## src/rtl/flash_mode_pkg.sv

```systemverilog
package flash_mode_pkg;
  parameter int CNT_W = 4;

  typedef enum logic [1:0] {
    LVL_OFF   = 2'd0,
    LVL_TORCH = 2'd1,
    LVL_FLASH = 2'd2
  } ledLvl_e;

  typedef enum logic [1:0] {
    MODE_SHUT  = 2'd0,
    MODE_TORCH = 2'd1,
    MODE_FLASH = 2'd2,
    MODE_VOLT  = 2'd3
  } opMode_e;

  typedef struct packed {
    logic load;
    logic run;
  } tmrStrb_t;
endpackage

```

## src/rtl/flash_mode_dp.sv

```systemverilog
module flash_mode_dp
  import flash_mode_pkg::*;
#(
  parameter int TICK_DIV   = 50000,
  parameter int PWM_PERIOD = 409836
) (
  input  logic             clk,
  input  logic             rstN,
  input  tmrStrb_t         strb,
  input  logic [CNT_W-1:0] loadVal,
  input  logic             dimActive,
  input  logic [2:0]       dimDuty,
  output logic             expire,
  output logic             pwmGate
);
  localparam int PRE_W  = (TICK_DIV > 1) ? $clog2(TICK_DIV) : 1;
  localparam int PWM_W  = $clog2(PWM_PERIOD + 1);
  localparam int STEP   = PWM_PERIOD / 8;
  localparam logic [PRE_W-1:0] PRE_LAST = PRE_W'(TICK_DIV - 1);
  localparam logic [PWM_W-1:0] PWM_LAST = PWM_W'(PWM_PERIOD - 1);

  logic [PRE_W-1:0] preCnt;
  logic [CNT_W-1:0] remCnt;
  logic             tick;

  assign tick   = strb.run && (preCnt == PRE_LAST);
  assign expire = tick && (remCnt == '0);

  always_ff @(posedge clk or negedge rstN) begin
    if (!rstN) begin
      preCnt <= '0;
      remCnt <= '0;
    end else if (strb.load) begin
      preCnt <= '0;
      remCnt <= loadVal;
    end else if (strb.run) begin
      preCnt <= tick ? '0 : preCnt + 1'b1;
      if (tick && remCnt != '0) remCnt <= remCnt - 1'b1;
    end
  end

  // PWM dimming frame counter, restarted while dimming is inactive
  logic [PWM_W-1:0] pwmCnt;
  logic [PWM_W+3:0] onCycles;

  assign onCycles = (PWM_W + 4)'((dimDuty + 4'd1) * STEP);
  assign pwmGate  = ({4'd0, pwmCnt} < onCycles);

  always_ff @(posedge clk or negedge rstN) begin
    if (!rstN)                   pwmCnt <= '0;
    else if (!dimActive)         pwmCnt <= '0;
    else if (pwmCnt == PWM_LAST) pwmCnt <= '0;
    else                         pwmCnt <= pwmCnt + 1'b1;
  end

  // a running counter only ever counts down
  assert_rem_no_grow_R6: assert property (@(posedge clk) disable iff (!rstN)
    (strb.run && !strb.load) |=> (remCnt <= $past(remCnt)));

  // the frame counter stays inside its period
  assert_pwm_in_range_R10: assert property (@(posedge clk) disable iff (!rstN)
    pwmCnt <= PWM_LAST);
endmodule

```

## src/rtl/flash_mode_ctrl.sv

```systemverilog
module flash_mode_ctrl
  import flash_mode_pkg::*;
(
  input  logic             clk,
  input  logic             rstN,
  input  logic [1:0]       modeSel,
  input  logic             hwVoltMode,
  input  logic             strobeIn,
  input  logic             swStart,
  input  logic             edgeMode,
  input  logic             maskIn,
  input  logic             thermFault,
  input  logic             statusRead,
  input  logic [CNT_W-1:0] safetyCount,
  input  logic [CNT_W-1:0] gpCount,
  input  logic             dimEn,
  input  logic             expire,
  input  logic             pwmGate,
  output tmrStrb_t         strb,
  output logic [CNT_W-1:0] loadVal,
  output logic             dimActive,
  output logic [1:0]       ledLevel,
  output logic             voltReg,
  output logic             convOn,
  output logic             timeoutPulse,
  output logic             swStartClr,
  output logic             modeClr,
  output logic             toFlag,
  output logic             overTemp
);
  opMode_e effMode;
  ledLvl_e lvl;
  logic strobePrev, swPrev, running, runGp;
  logic strobeRise, swRise, trigHigh, inFlash, inVolt;
  logic startFlash, startGp, abortRun, flashOn, expireHit;

  assign effMode    = thermFault ? MODE_SHUT : opMode_e'(modeSel);
  assign inFlash    = (effMode == MODE_FLASH);
  assign inVolt     = (effMode == MODE_VOLT);
  assign strobeRise = strobeIn && !strobePrev;
  assign swRise     = swStart && !swPrev;
  assign trigHigh   = strobeIn || swStart;

  assign startFlash = !running && inFlash && (strobeRise || swRise);
  assign startGp    = !running && inVolt && swRise;
  assign abortRun   = running &&
                      ((runGp ? !inVolt : !inFlash) ||
                       (!runGp && !edgeMode && !trigHigh));

  assign strb.load = startFlash || startGp;
  assign strb.run  = running && !abortRun;
  assign loadVal   = startGp ? gpCount : safetyCount;
  assign expireHit = strb.run && expire;

  always_ff @(posedge clk or negedge rstN) begin
    if (!rstN) begin
      strobePrev   <= 1'b0;
      swPrev       <= 1'b0;
      running      <= 1'b0;
      runGp        <= 1'b0;
      timeoutPulse <= 1'b0;
      toFlag       <= 1'b0;
      overTemp     <= 1'b0;
    end else begin
      strobePrev   <= strobeIn;
      swPrev       <= swStart;
      timeoutPulse <= expireHit;
      if (abortRun || expireHit) running <= 1'b0;
      else if (strb.load) begin
        running <= 1'b1;
        runGp   <= startGp;
      end
      if (expireHit && runGp) toFlag <= 1'b1;
      else if (statusRead)    toFlag <= 1'b0;
      if (thermFault)         overTemp <= 1'b1;
      else if (statusRead)    overTemp <= 1'b0;
    end
  end

  assign swStartClr = timeoutPulse;
  assign modeClr    = thermFault;
  assign dimActive  = (effMode == MODE_TORCH) && dimEn;
  assign flashOn    = running && !runGp && inFlash && (edgeMode || trigHigh) && !maskIn;

  always_comb begin
    unique case (effMode)
      MODE_TORCH: lvl = (dimActive && !pwmGate) ? LVL_OFF : LVL_TORCH;
      MODE_FLASH: lvl = flashOn ? LVL_FLASH : LVL_TORCH;
      default:    lvl = LVL_OFF;
    endcase
  end

  assign ledLevel = lvl;
  assign voltReg  = !thermFault && (hwVoltMode || inVolt);
  assign convOn   = !thermFault && (hwVoltMode || effMode != MODE_SHUT);

  assert_fault_off_R9: assert property (@(posedge clk) disable iff (!rstN)
    thermFault |-> (ledLevel == LVL_OFF && !convOn && modeClr));

  assert_fault_sets_flag_R9: assert property (@(posedge clk) disable iff (!rstN)
    thermFault |=> overTemp);

  assert_mask_no_flash_R8: assert property (@(posedge clk) disable iff (!rstN)
    maskIn |-> (ledLevel != LVL_FLASH));

  assert_pulse_single_R5: assert property (@(posedge clk) disable iff (!rstN)
    timeoutPulse |=> !timeoutPulse);

  assert_torch_no_timeout_R12: assert property (@(posedge clk) disable iff (!rstN)
    (modeSel == MODE_TORCH && !thermFault) |=> !timeoutPulse);

  assert_level_needs_trig_R3: assert property (@(posedge clk) disable iff (!rstN)
    (ledLevel == LVL_FLASH && !edgeMode) |-> (strobeIn || swStart));
endmodule

```

## src/rtl/flash_mode_ctl.sv

```systemverilog
module flash_mode_ctl
  import flash_mode_pkg::*;
#(
  parameter int TICK_DIV   = 50000,
  parameter int PWM_PERIOD = 409836
) (
  input  logic             clk,
  input  logic             rstN,
  input  logic [1:0]       modeSel,
  input  logic             hwVoltMode,
  input  logic             strobeIn,
  input  logic             swStart,
  input  logic             edgeMode,
  input  logic             maskIn,
  input  logic             thermFault,
  input  logic             statusRead,
  input  logic [CNT_W-1:0] safetyCount,
  input  logic [CNT_W-1:0] gpCount,
  input  logic             dimEn,
  input  logic [2:0]       dimDuty,
  output logic [1:0]       ledLevel,
  output logic             voltReg,
  output logic             convOn,
  output logic             timeoutPulse,
  output logic             swStartClr,
  output logic             modeClr,
  output logic             toFlag,
  output logic             overTemp
);
  tmrStrb_t         strb;
  logic [CNT_W-1:0] loadVal;
  logic             dimActive, expire, pwmGate;

  flash_mode_ctrl u_ctrl (
    .clk(clk), .rstN(rstN), .modeSel(modeSel), .hwVoltMode(hwVoltMode),
    .strobeIn(strobeIn), .swStart(swStart), .edgeMode(edgeMode),
    .maskIn(maskIn), .thermFault(thermFault), .statusRead(statusRead),
    .safetyCount(safetyCount), .gpCount(gpCount), .dimEn(dimEn),
    .expire(expire), .pwmGate(pwmGate), .strb(strb), .loadVal(loadVal),
    .dimActive(dimActive), .ledLevel(ledLevel), .voltReg(voltReg),
    .convOn(convOn), .timeoutPulse(timeoutPulse), .swStartClr(swStartClr),
    .modeClr(modeClr), .toFlag(toFlag), .overTemp(overTemp)
  );

  flash_mode_dp #(.TICK_DIV(TICK_DIV), .PWM_PERIOD(PWM_PERIOD)) u_dp (
    .clk(clk), .rstN(rstN), .strb(strb), .loadVal(loadVal),
    .dimActive(dimActive), .dimDuty(dimDuty), .expire(expire),
    .pwmGate(pwmGate)
  );
endmodule

```

## config.mk

```make
export PLATFORM = sky130hd
export DESIGN_NAME = flash_mode_ctl
export DESIGN_NICKNAME = d
export VERILOG_FILES = /design/src/rtl/flash_mode_pkg.sv /design/src/rtl/flash_mode_dp.sv /design/src/rtl/flash_mode_ctrl.sv /design/src/rtl/flash_mode_ctl.sv
export SDC_FILE = /design/constraint.sdc
export NUM_CORES = 1
export LEC_CHECK = 0
export ABC_AREA = 1
export CAP_MARGIN = 40
export CORE_MARGIN = 4
export CORE_UTILIZATION = 54
export DETAILED_ROUTE_END_ITERATION = 10
export PLACE_DENSITY = 0.78
export SLEW_MARGIN = 10
export SYNTH_ARGS = -nofsm -noshare
export SYNTH_HDL_FRONTEND = slang
export SYNTH_HIERARCHICAL = 1
export SYNTH_SLANG_ARGS = --single-unit
```

## constraint.sdc

```tcl
create_clock -name clk -period 5 [get_ports clk]
set_input_delay 1 -clock clk [delete_from_list [all_inputs] [get_ports clk]]
set_output_delay 1 -clock clk [all_outputs]
set_load 0.02 [all_outputs]
```

==> summary by stage, run 1 <==
Synth
Counting every net in the synthesized netlist gives 615. The area share of the leading cell type in the synthesized netlist is 0.290. The sequential fraction of the synthesis area is 0.290. Yosys attributes the largest share of cell area to sky130_fd_sc_hd__dfrtp_1, sky130_fd_sc_hd__ha_1, sky130_fd_sc_hd__nand2_1, sky130_fd_sc_hd__inv_1, sky130_fd_sc_hd__nor2_1. In the synthesized netlist, the number of instances is 548. The synthesized design contains 46 register bits. The netlist area before placement is 0.00396 sq mm. The biggest area contributor in the post-synthesis netlist is sky130_fd_sc_hd__dfrtp_1. Synthesis instantiated 38 different standard cells from the library. For this run, the number of Yosys warnings is 6.

After synthesis, the mean cell area works out to 7.23 sq um.

Setup path
The worst register-to-register path begins at u_ctrl/runGp. The nature of the critical path startpoint is a primary input. The critical path capture point type is an output pin.

Data on the critical path is required at its endpoint by 4.00 ns. The worst reg2reg path depth is 11. The slowest stage of the critical path is the sky130_fd_sc_hd__fa_1 cell. The data arrival time of the worst path is 4.35 ns. The most frequent cell on the critical path is sky130_fd_sc_hd__a21oi_2.

The worst register-to-register path ends at u_ctrl/swStartClr. The critical path is of the primary input to output pin type. Along the worst path, the maximum fanout reaches 3. The critical path contains buffers and inverters numbering 4 combined. The kind of cell with the highest combined delay along the critical path is adder cells. Across all register-to-register paths, the minimum setup slack is 2.85 ns.

The critical path goes through buf_12, ha_4, xor2_4, ha_4, inv_4, fa_1, inv_2, fa_2, nand2_1, a21boi_1, o21a_1, o21ai_1, ha_1, nand3_1, nand3_1, a21oi_2, nand2_1, a21oi_2, o21ai_2, a21oi_2, buf_4. For this run, the slowest stage of the critical path takes 0.51 ns.

Final layout
The number of nets in the finished design is 674. The filler-free cell count of the finished design is 704. Of the cells placed in the final design, the portion with a size suffix greater than 1 is 0.174. In the final layout, the multi-input gates occupy 0.00258 sq mm. The signed area change from the synthesized netlist to the final layout is 21.7%.

The number of antenna diodes in the final layout is 0. Fill cells in the final layout number 525. The footprint of the flip-flops and latches is 0.00115 sq mm.

Placed design
Before CTS, the worst setup slack after placement is -1.34 ns. Input and output buffers added on the ports amount to 31. The post-DP HPWL is 7210 microns.

The cell count after placement is 694. The final RePlAce weighted congestion is 0.876.

Clock tree
Clock tree synthesis selected as its root buffer the cell sky130_fd_sc_hd__clkbuf_8. The clock latency reported for the late side of the worst-skew pair is 0.30 ns. TritonCTS built the clock tree. The clock-pin slew reported for the worst setup and hold paths after clock tree synthesis is 0.09 ns. The H-tree depth is 2. The longest clock path from root to sink contains 2 buffers. Buffers inserted during clock tree synthesis total 5. The clock drives 46 sinks.

Routing
The total via count in the routed design is 3,728. The aggregate routed wire length is 9380 microns. The per-cell routed wire length is 13.3 microns. The detailed-routing iteration count for the pre-antenna-repair pass is 6. For this run, design rule violations remaining after detail routing come to 0.

After the first detailed-routing iteration, the DRC count stood at 164. Dividing the detail-routed via count by the number of cells gives 5.30. The number of nets still failing antenna checks after routing is 0.

Global routing
After global routing the overflow that remains totals 0. Entering global routing, the biggest net connects 37 pins. The wire length of the first global-routing pass is 16,200 microns. In the global route stage, overall resource usage came out at 0.225. The number of antenna violations at the first check in global routing is 0.

The via count of the first global-routing pass is 3,715.

Floorplan
The die is 93.7 microns wide. The core box area is 0.00694 sq mm. The number of top-level pins is 32. The die outline area is 0.00878 sq mm. The die extent in y is 93.7 microns. The floorplan has 30 rows. The initial utilization of the core area, before any placement, comes to 0.571.

Job
The count of max-cap constraint violations is 0.

Timing
The sum of negative setup slack is -0.349 ns. The final-report max-slew violation count is 0. The highest clock rate is 187 MHz.

The post-route fraction of the period consumed by the critical path is 1.07. The number of hold violations in the final report was 0. The maximum clock skew at final layout is 0.00936 ns. Setup repair after global routing could not meet its margin everywhere. The final number of setup-violating endpoints is 1. The setup slack after layout is -0.349 ns. The clock period minus final worst setup slack is 5.35 ns.

Power
Dividing total power by cell area gives a power density of 216 mW/mm^2. Of the total power, the share spent switching nets is 0.329. The portion of total power attributed to combinational logic is 0.332. Cell internal power was estimated by the tool at 0.000698 W. The peak supply drop is 0.147 mV. In this run the power spent charging and discharging nets is 0.000343 W.

The power share of the sequential group is 0.395. The share of total power dissipated in the clock network is 0.273. The static leakage power is 2.31 nW.

Worst hold path
The worst hold path passes through 2 cells. The start point of the worst min-delay path is u_dp/remCnt[1]. The worst-case hold path end point is u_dp/remCnt[1]. The type of the worst min-delay path is flop to flop.

Outcome
The final reports fail on negative setup slack. The run finished, with violations left.
==> repair_timing <==
action,in CTS,in global routing
setup buffers,3,1
hold buffers,0,0
gates resized for setup,26,11
pin swaps,19,16
setup endpoints to repair,1,1
==> worst register-to-register path, cell delays in order, from the launching register on <==
cell and delay [ns]:
sky130_fd_sc_hd__dfrtp_1 0.43, sky130_fd_sc_hd__nor2_1 0.15, sky130_fd_sc_hd__nand2_1 0.08, sky130_fd_sc_hd__nand2_1 0.10, sky130_fd_sc_hd__inv_1 0.06, sky130_fd_sc_hd__nor2_1 0.32
sky130_fd_sc_hd__nand4_1 0.14, sky130_fd_sc_hd__nor2_1 0.14, sky130_fd_sc_hd__nand2_2 0.09, sky130_fd_sc_hd__nor4_1 0.28, sky130_fd_sc_hd__inv_1 0.10, sky130_fd_sc_hd__nor3_1 0.18
==> registers in the layout (all words and copies together), names as in the netlist <==
register	flops
u_ctrl/swPrev	1
u_ctrl/toFlag	1
u_ctrl/overTemp	1
u_ctrl/runGp	1
u_dp/preCnt	16
u_ctrl/running	1
u_dp/pwmCnt	19
u_ctrl/strobePrev	1
u_dp/remCnt	4
u_ctrl/swStartClr	1
==> logic make-up (layout without fill, tap and decap cells) <==
| kind of cell | after synthesis | after routing | synth area share |
|---|---|---|---|
| compound gates | 40 | 40 | 0.0537 |
| xor+xnor | 20 | 20 | 0.0442 |
| fa+ha+maj | 44 | 44 | 0.148 |
| buf+inv | 89 | 149 | 0.0912 |
| flops | 46 | 46 | 0.290 |
| other cells | 1 | 1 | 0.000946 |
| simple gates | 308 | 308 | 0.371 |
==> worst max path at each step <==
stage | from | to | slack (ns) | depth (start not counted)
global route | dimDuty[0] | ledLevel[0] | -0.53 | 22
CTS | dimDuty[0] | ledLevel[0] | -0.38 | 23
global placement | dimDuty[0] | ledLevel[0] | -1.22 | 23
finish | dimDuty[0] | ledLevel[0] | -0.35 | 21
floorplan | dimDuty[0] | ledLevel[0] | -0.03 | 21
detailed placement | dimDuty[0] | ledLevel[0] | -1.34 | 23
==> layout by cell type (no fill, tap or decap), types with 5 or more instances in the layout <==
cell type and count:
sky130_fd_sc_hd__nand3_2 5, sky130_fd_sc_hd__clkdlybuf4s50_1 26, sky130_fd_sc_hd__clkbuf_8 5, sky130_fd_sc_hd__a21oi_1 16
sky130_fd_sc_hd__inv_1 69, sky130_fd_sc_hd__nor2_2 11, sky130_fd_sc_hd__buf_4 24, sky130_fd_sc_hd__inv_2 8
sky130_fd_sc_hd__nand2_1 126, sky130_fd_sc_hd__nor3_1 13, sky130_fd_sc_hd__xor2_1 14, sky130_fd_sc_hd__ha_4 5
sky130_fd_sc_hd__nor2_4 8, sky130_fd_sc_hd__nand3_1 37, sky130_fd_sc_hd__nand2_2 12, sky130_fd_sc_hd__nor2_1 69
sky130_fd_sc_hd__ha_1 34, sky130_fd_sc_hd__dfrtp_1 46, sky130_fd_sc_hd__o21ai_0 10, sky130_fd_sc_hd__nand4_1 15
==> metrics by stage <==
step,utilization,power (W),hold WS (ns),instance area (sq um)
2_1_floorplan,-,0.000629,0.442,4050
3_3_place_gp,0.664,0.000727,0.455,4610
3_5_place_dp,0.666,0.000741,0.468,4630
4_1_cts,0.692,0.00104,0.491,4810
5_1_grt,0.695,0.00111,0.525,4820
6_report,0.695,0.00104,0.486,4820
==> synthesized netlist by cell type <==
cell                         n
sky130_fd_sc_hd__nand2_4     2
sky130_fd_sc_hd__nand2_2    12
sky130_fd_sc_hd__fa_1        5
sky130_fd_sc_hd__a31oi_1     4
sky130_fd_sc_hd__nand2_1   126
sky130_fd_sc_hd__inv_1      73
sky130_fd_sc_hd__ha_1       39
sky130_fd_sc_hd__inv_4       1
sky130_fd_sc_hd__nor2_4      8
sky130_fd_sc_hd__o21ai_0    12
sky130_fd_sc_hd__inv_2       7
sky130_fd_sc_hd__a21oi_1    19
sky130_fd_sc_hd__dfrtp_1    46
sky130_fd_sc_hd__buf_8       1
sky130_fd_sc_hd__nor2_2     10
sky130_fd_sc_hd__nor3b_1     4
sky130_fd_sc_hd__xnor2_1     4
sky130_fd_sc_hd__nor2_1     70
sky130_fd_sc_hd__nor3_2      1
sky130_fd_sc_hd__clkinv_1    2
sky130_fd_sc_hd__nor3_1     13
sky130_fd_sc_hd__buf_2       1
sky130_fd_sc_hd__conb_1      1
sky130_fd_sc_hd__xor2_1     16
sky130_fd_sc_hd__buf_4       3
sky130_fd_sc_hd__a21boi_0    1
sky130_fd_sc_hd__nand3_2     5
sky130_fd_sc_hd__nor3b_2     1
sky130_fd_sc_hd__o21a_1      1
sky130_fd_sc_hd__a21o_1      1
sky130_fd_sc_hd__nor4_1      1
sky130_fd_sc_hd__nor2_8      1
sky130_fd_sc_hd__o21ai_1     2
sky130_fd_sc_hd__and3_1      1
sky130_fd_sc_hd__clkinv_2    1
sky130_fd_sc_hd__nor2b_1     1
sky130_fd_sc_hd__nand3_1    37
sky130_fd_sc_hd__nand4_1    15
==> final cells by class <==
type / instances / area share
inverter: 84 / 0.0698
timing repair buffer: 57 / 0.109
sequential: 46 / 0.239
clock buffer: 5 / 0.0143
multi-input combinational: 413 / 0.535
tap: 96 / 0.0249
clock inverter: 3 / 0.00908
==> power by group through the flow <==
stage          registers [W]  logic, W  clock network, W
2_1_floorplan       0.000415  0.000214                 0
3_3_place_gp        0.000418  0.000309                 0
3_5_place_dp        0.000419  0.000323                 0
4_1_cts             0.000411  0.000338          0.000291
5_1_grt             0.000416  0.000390          0.000307
6_report            0.000411  0.000346          0.000284
==> layer usage <==
layer | wire length (microns) | vias up | global-route usage
met5 | 0 | - | 0
li1 | - | 1871 | -
met2 | 4590 | 112 | 0.390
met1 | 4130 | 1728 | 0.294
met4 | 189 | 0 | 0.0698
met3 | 464 | 17 | 0.0256
Note: power is estimated with default switching activity, not from simulation.
==> run 2, diff against run 1 <==
- CORE_UTILIZATION: 54 -> 55
- PLACE_DENSITY: 0.78 -> 0.76
- SYNTH_HIERARCHICAL: 1 -> default
- clock period: 5 -> 6.4 ns (I/O delays scaled with it)
==> run 2 against run 1 <==
  * The run now ends clean
  * Register-to-register slack better by 1.6 ns
  * Clock skew down 0.0029 ns
  * Via count down 13%
  * First-iteration DRC count up 46%
  * Synthesized area down 5.8%
  * Critical path type unchanged
  * Critical endpoint unchanged
  * Largest cell class unchanged
  * Largest power group unchanged
  * Highest routed layer unchanged
==> summary by stage, run 2 <==
Outcome
The run finished with clean final reports.

Final layout
Compared with the post-synthesis result, the final layout area differs by 16.9%. The register with the most flip-flops is u_dp.pwmCnt. The post-layout utilization of the core is 0.676 (-0.0187).

The number of antenna repair diodes is 0 (unchanged). The largest registers in the layout are u_dp.pwmCnt x19, u_dp.preCnt x16, u_dp.remCnt x4. The flip-flop count of the largest register, all copies and words added is 19 (unchanged). The number of nets in the finished design is 604 (-10%). The share of final-layout standard cells stronger than drive strength 1 is 0.125 (-0.0489). In the layout the commonest cells are sky130_fd_sc_hd__nand2_1, sky130_fd_sc_hd__inv_1, sky130_fd_sc_hd__nor2_1, sky130_fd_sc_hd__dfrtp_1, sky130_fd_sc_hd__ha_1. Leaving out fill and tap cells, the most frequent cell in the layout is sky130_fd_sc_hd__nand2_1.

Setup path
The worst setup path is launched from a primary input. The critical path capture point type is an output pin. The kind of critical path is primary input to output pin. The largest driver fanout on the critical path was 4 (+1). The required time of the critical path was 5.12 ns (+1.12 ns).

The data arrival time of the worst path is 4.74 ns (+0.39 ns).

Routing
The detailed-routing iteration count for the pre-antenna-repair pass is 4 (-2). The number of nets still failing antenna checks after routing is 0 (unchanged). The remaining routing DRC violations is 0 (unchanged). The average via count per standard cell is 5.30 (about the same).

The aggregate routed wire length was 8210 microns (-12%). The initial detailed-routing violation count is 240 (+46%). The per-cell routed wire length is 13.4 microns (+0.94%). The total via count in the routed design was 3,238 (-13%).

Timing
The maximum clock skew at final layout is 0.00643 ns (-0.00292 ns). For the pin with the worst max-slew slack, the measured transition is 0.581 ns. The relative max-transition margin is 0.612.

The final-report max-slew violation count is 0 (unchanged). The final number of setup-violating endpoints is 0 (-1). The worst path needs 6.02 ns of the cycle, external delays included. The post-route fraction of the period consumed by the critical path is 0.941. The number of hold violations in the final report is 0 (unchanged). Setup repair after global routing left no endpoint under its margin. The highest clock rate is 166 MHz.

The worst hold slack after final layout is 0.509 ns (+0.0238 ns).

Global routing
The via count of the first global-routing pass was 3,165 (-15%). The combined global-route utilization of all metal layers is 0.209 (-0.0157). The total grt overflow is 0 (unchanged). The wire length of the first global-routing pass was 14,400 microns (-11%). The number of antenna violations at the first check in global routing is 0 (unchanged). The largest net degree at the start of global routing is 47 (+27%).

Synth
The per-instance average area after synthesis is 7.78 sq um (+7.6%). The number of synthesized register bits was 46 (unchanged). The cell type contributing the most total cell area after synthesis is sky130_fd_sc_hd__dfrtp_1. The sequential fraction of the synthesis area is 0.308 (+0.0178). The number of standard cells after synthesis came to 480 (-12%). The area share of the leading cell type in the synthesized netlist is 0.308 (+0.0178). The net count after synthesis is 551 (-10%). The most frequently used cell type in the post-synthesis netlist is sky130_fd_sc_hd__nand2_1. The proportion of register bits with asynchronous set or reset after synthesis is 1.00 (unchanged). The netlist area before placement is 0.00373 sq mm (-5.8%). After synthesis, the most frequently instantiated cells are sky130_fd_sc_hd__nand2_1, sky130_fd_sc_hd__inv_1, sky130_fd_sc_hd__nor2_1, sky130_fd_sc_hd__dfrtp_1, sky130_fd_sc_hd__ha_1. After synthesis, the cell types taking the most area are sky130_fd_sc_hd__dfrtp_1, sky130_fd_sc_hd__ha_1, sky130_fd_sc_hd__nand2_1, sky130_fd_sc_hd__inv_1, sky130_fd_sc_hd__nor2_1. The number of synthesized flops with an enable pin is 0 (unchanged). The yosys synthesis warning count was 0 (-6). The main flop type after synthesis is sky130_fd_sc_hd__dfrtp_1. The distinct cell type count after synthesis is 42 (+11%).

Floorplan
The effective utilization at floorplan is 0.578 (+0.00745). The core box area is 0.00646 sq mm (-7.0%). The width of the chip is 90.4 microns (-3.5%).

The number of top-level pins is 32 (unchanged). The die extent in y was 90.4 microns (-3.5%). The standard-cell row count is 29 (-3.3%). The die outline area is 0.00817 sq mm (-6.9%).

Placed design
The count of port buffers added during placement is 31 (unchanged). The final RePlAce weighted congestion is 0.886 (+1.2%). The post-DP HPWL came to 6500 microns (-9.9%).

Power
The static leakage power came to 2.07 nW (-10%). The power density over the cells came to 172 mW/mm^2 (-20%). The peak supply drop is 0.126 mV (-14%).

Clock tree
The number of sinks handled by clock tree synthesis is 46 (unchanged). The clock-pin slew reported for the worst setup and hold paths after clock tree synthesis came to 0.08 ns (about the same). The maximum buffer depth of the clock tree is 2 (unchanged). The clock tree from TritonCTS is built. The clock latency reported for the late side of the worst-skew pair came to 0.30 ns (about the same). The post-CTS setup repair buffer count was 0 (-3). Clock tree synthesis selected as its root buffer the cell sky130_fd_sc_hd__clkbuf_8. The number of CTS-inserted buffers is 5 (unchanged). The H-tree depth was 2 (unchanged).

Job
The count of max-cap constraint violations is 0 (unchanged).

Worst hold path
The type of the worst min-delay path is flop to flop.
run 2: area by class of cell:
cell class                      instances  area (sq um)
Tap cell                               77          96.3
Fill cell                             546          2090
Multi-Input combinational cell        355          2290
Clock inverter                          1          5.00
Inverter                               71           267
Timing Repair Buffer                   54           468
Clock buffer                            7          86.3
Sequential cell                        46          1150
run 2: cell families (layout without fill, tap and decap cells):
group	count (synthesis)	count (layout)	share of synthesized area
AOI/OAI and AO/OA	61	61	0.0928
xor gates and xnor gates	22	22	0.0516
adders and majority gates	48	48	0.169
buffers and inverters	79	133	0.0838
DFF	46	46	0.308
other	1	1	0.00100
and+or+nand+nor	223	223	0.294
run 2: final timing paths:
| kind | from | end | slack, ns | cells after the start |
|---|---|---|---|---|
| min in group asynchronous | rstN | u_dp.pwmCnt[18] | 1.05 | 2 |
| setup reg to reg | u_ctrl.running | u_dp.preCnt[9] | 4.40 | 8 |
| max in group asynchronous | rstN | u_dp.pwmCnt[0] | 4.96 | 2 |
| setup / recovery | dimDuty[1] | ledLevel[0] | 0.38 | 25 |
| hold / removal | u_dp.pwmCnt[0] | u_dp.pwmCnt[0] | 0.51 | 1 |
| hold reg to reg | u_dp.pwmCnt[0] | u_dp.pwmCnt[0] | 0.51 | 1 |
run 2: critical path, stage by stage:
cell	delay, ns
sky130_fd_sc_hd__clkbuf_2	0.14
sky130_fd_sc_hd__ha_2	0.20
sky130_fd_sc_hd__inv_1	0.06
sky130_fd_sc_hd__nand2_2	0.07
sky130_fd_sc_hd__nand2_1	0.09
sky130_fd_sc_hd__fa_1	0.52
sky130_fd_sc_hd__inv_1	0.04
sky130_fd_sc_hd__ha_1	0.26
sky130_fd_sc_hd__ha_1	0.30
sky130_fd_sc_hd__a21oi_1	0.15
sky130_fd_sc_hd__nand2_1	0.10
sky130_fd_sc_hd__a21oi_1	0.13
sky130_fd_sc_hd__o21ai_0	0.11
sky130_fd_sc_hd__xnor2_1	0.14
sky130_fd_sc_hd__ha_1	0.29
sky130_fd_sc_hd__a21oi_1	0.12
sky130_fd_sc_hd__o21ai_0	0.09
sky130_fd_sc_hd__nand2_1	0.08
sky130_fd_sc_hd__nand2_1	0.05
sky130_fd_sc_hd__nand2_1	0.05
sky130_fd_sc_hd__nand3_1	0.07
sky130_fd_sc_hd__nand2_1	0.06
sky130_fd_sc_hd__nand2_1	0.05
sky130_fd_sc_hd__a21oi_1	0.12
sky130_fd_sc_hd__buf_4	0.16
run 2: routing by layer:
layer,global-route usage,vias to the layer above,share of wire
li1,-,1677,-
met1,0.307,1495,0.51
met2,0.328,58,0.44
met3,0.0350,8,0.043
met4,0.0395,0,0.0069
met5,0,-,0
run 2: where the power goes:
part	switching [W]	internal, W
logic	0.000121	0.000102
registers	0.0000261	0.000316
clock network	0.0000988	0.0000873
run 2: stage by stage:
stage | area, sq um | power [W] | TNS, ns | setup WS [ns] | instances
after detailed placement | 4260 | 0.000569 | -0.538 | -0.538 | 603
after global placement | 4260 | 0.000559 | -0.433 | -0.433 | 603
after floorplan | 3730 | 0.000492 | 0 | 0.212 | 480
final | 4370 | 0.000752 | 0 | 0.381 | 611
after global routing | 4370 | 0.000808 | 0 | 0.0371 | 611
after CTS | 4370 | 0.000757 | 0 | 0.149 | 611
run 2: timing repair:
action                                  in CTS  in global routing
hold buffers                                 0                  0
endpoints found under the setup margin       1                  1
pin swaps                                    0                  1
resized for setup                           10                  6
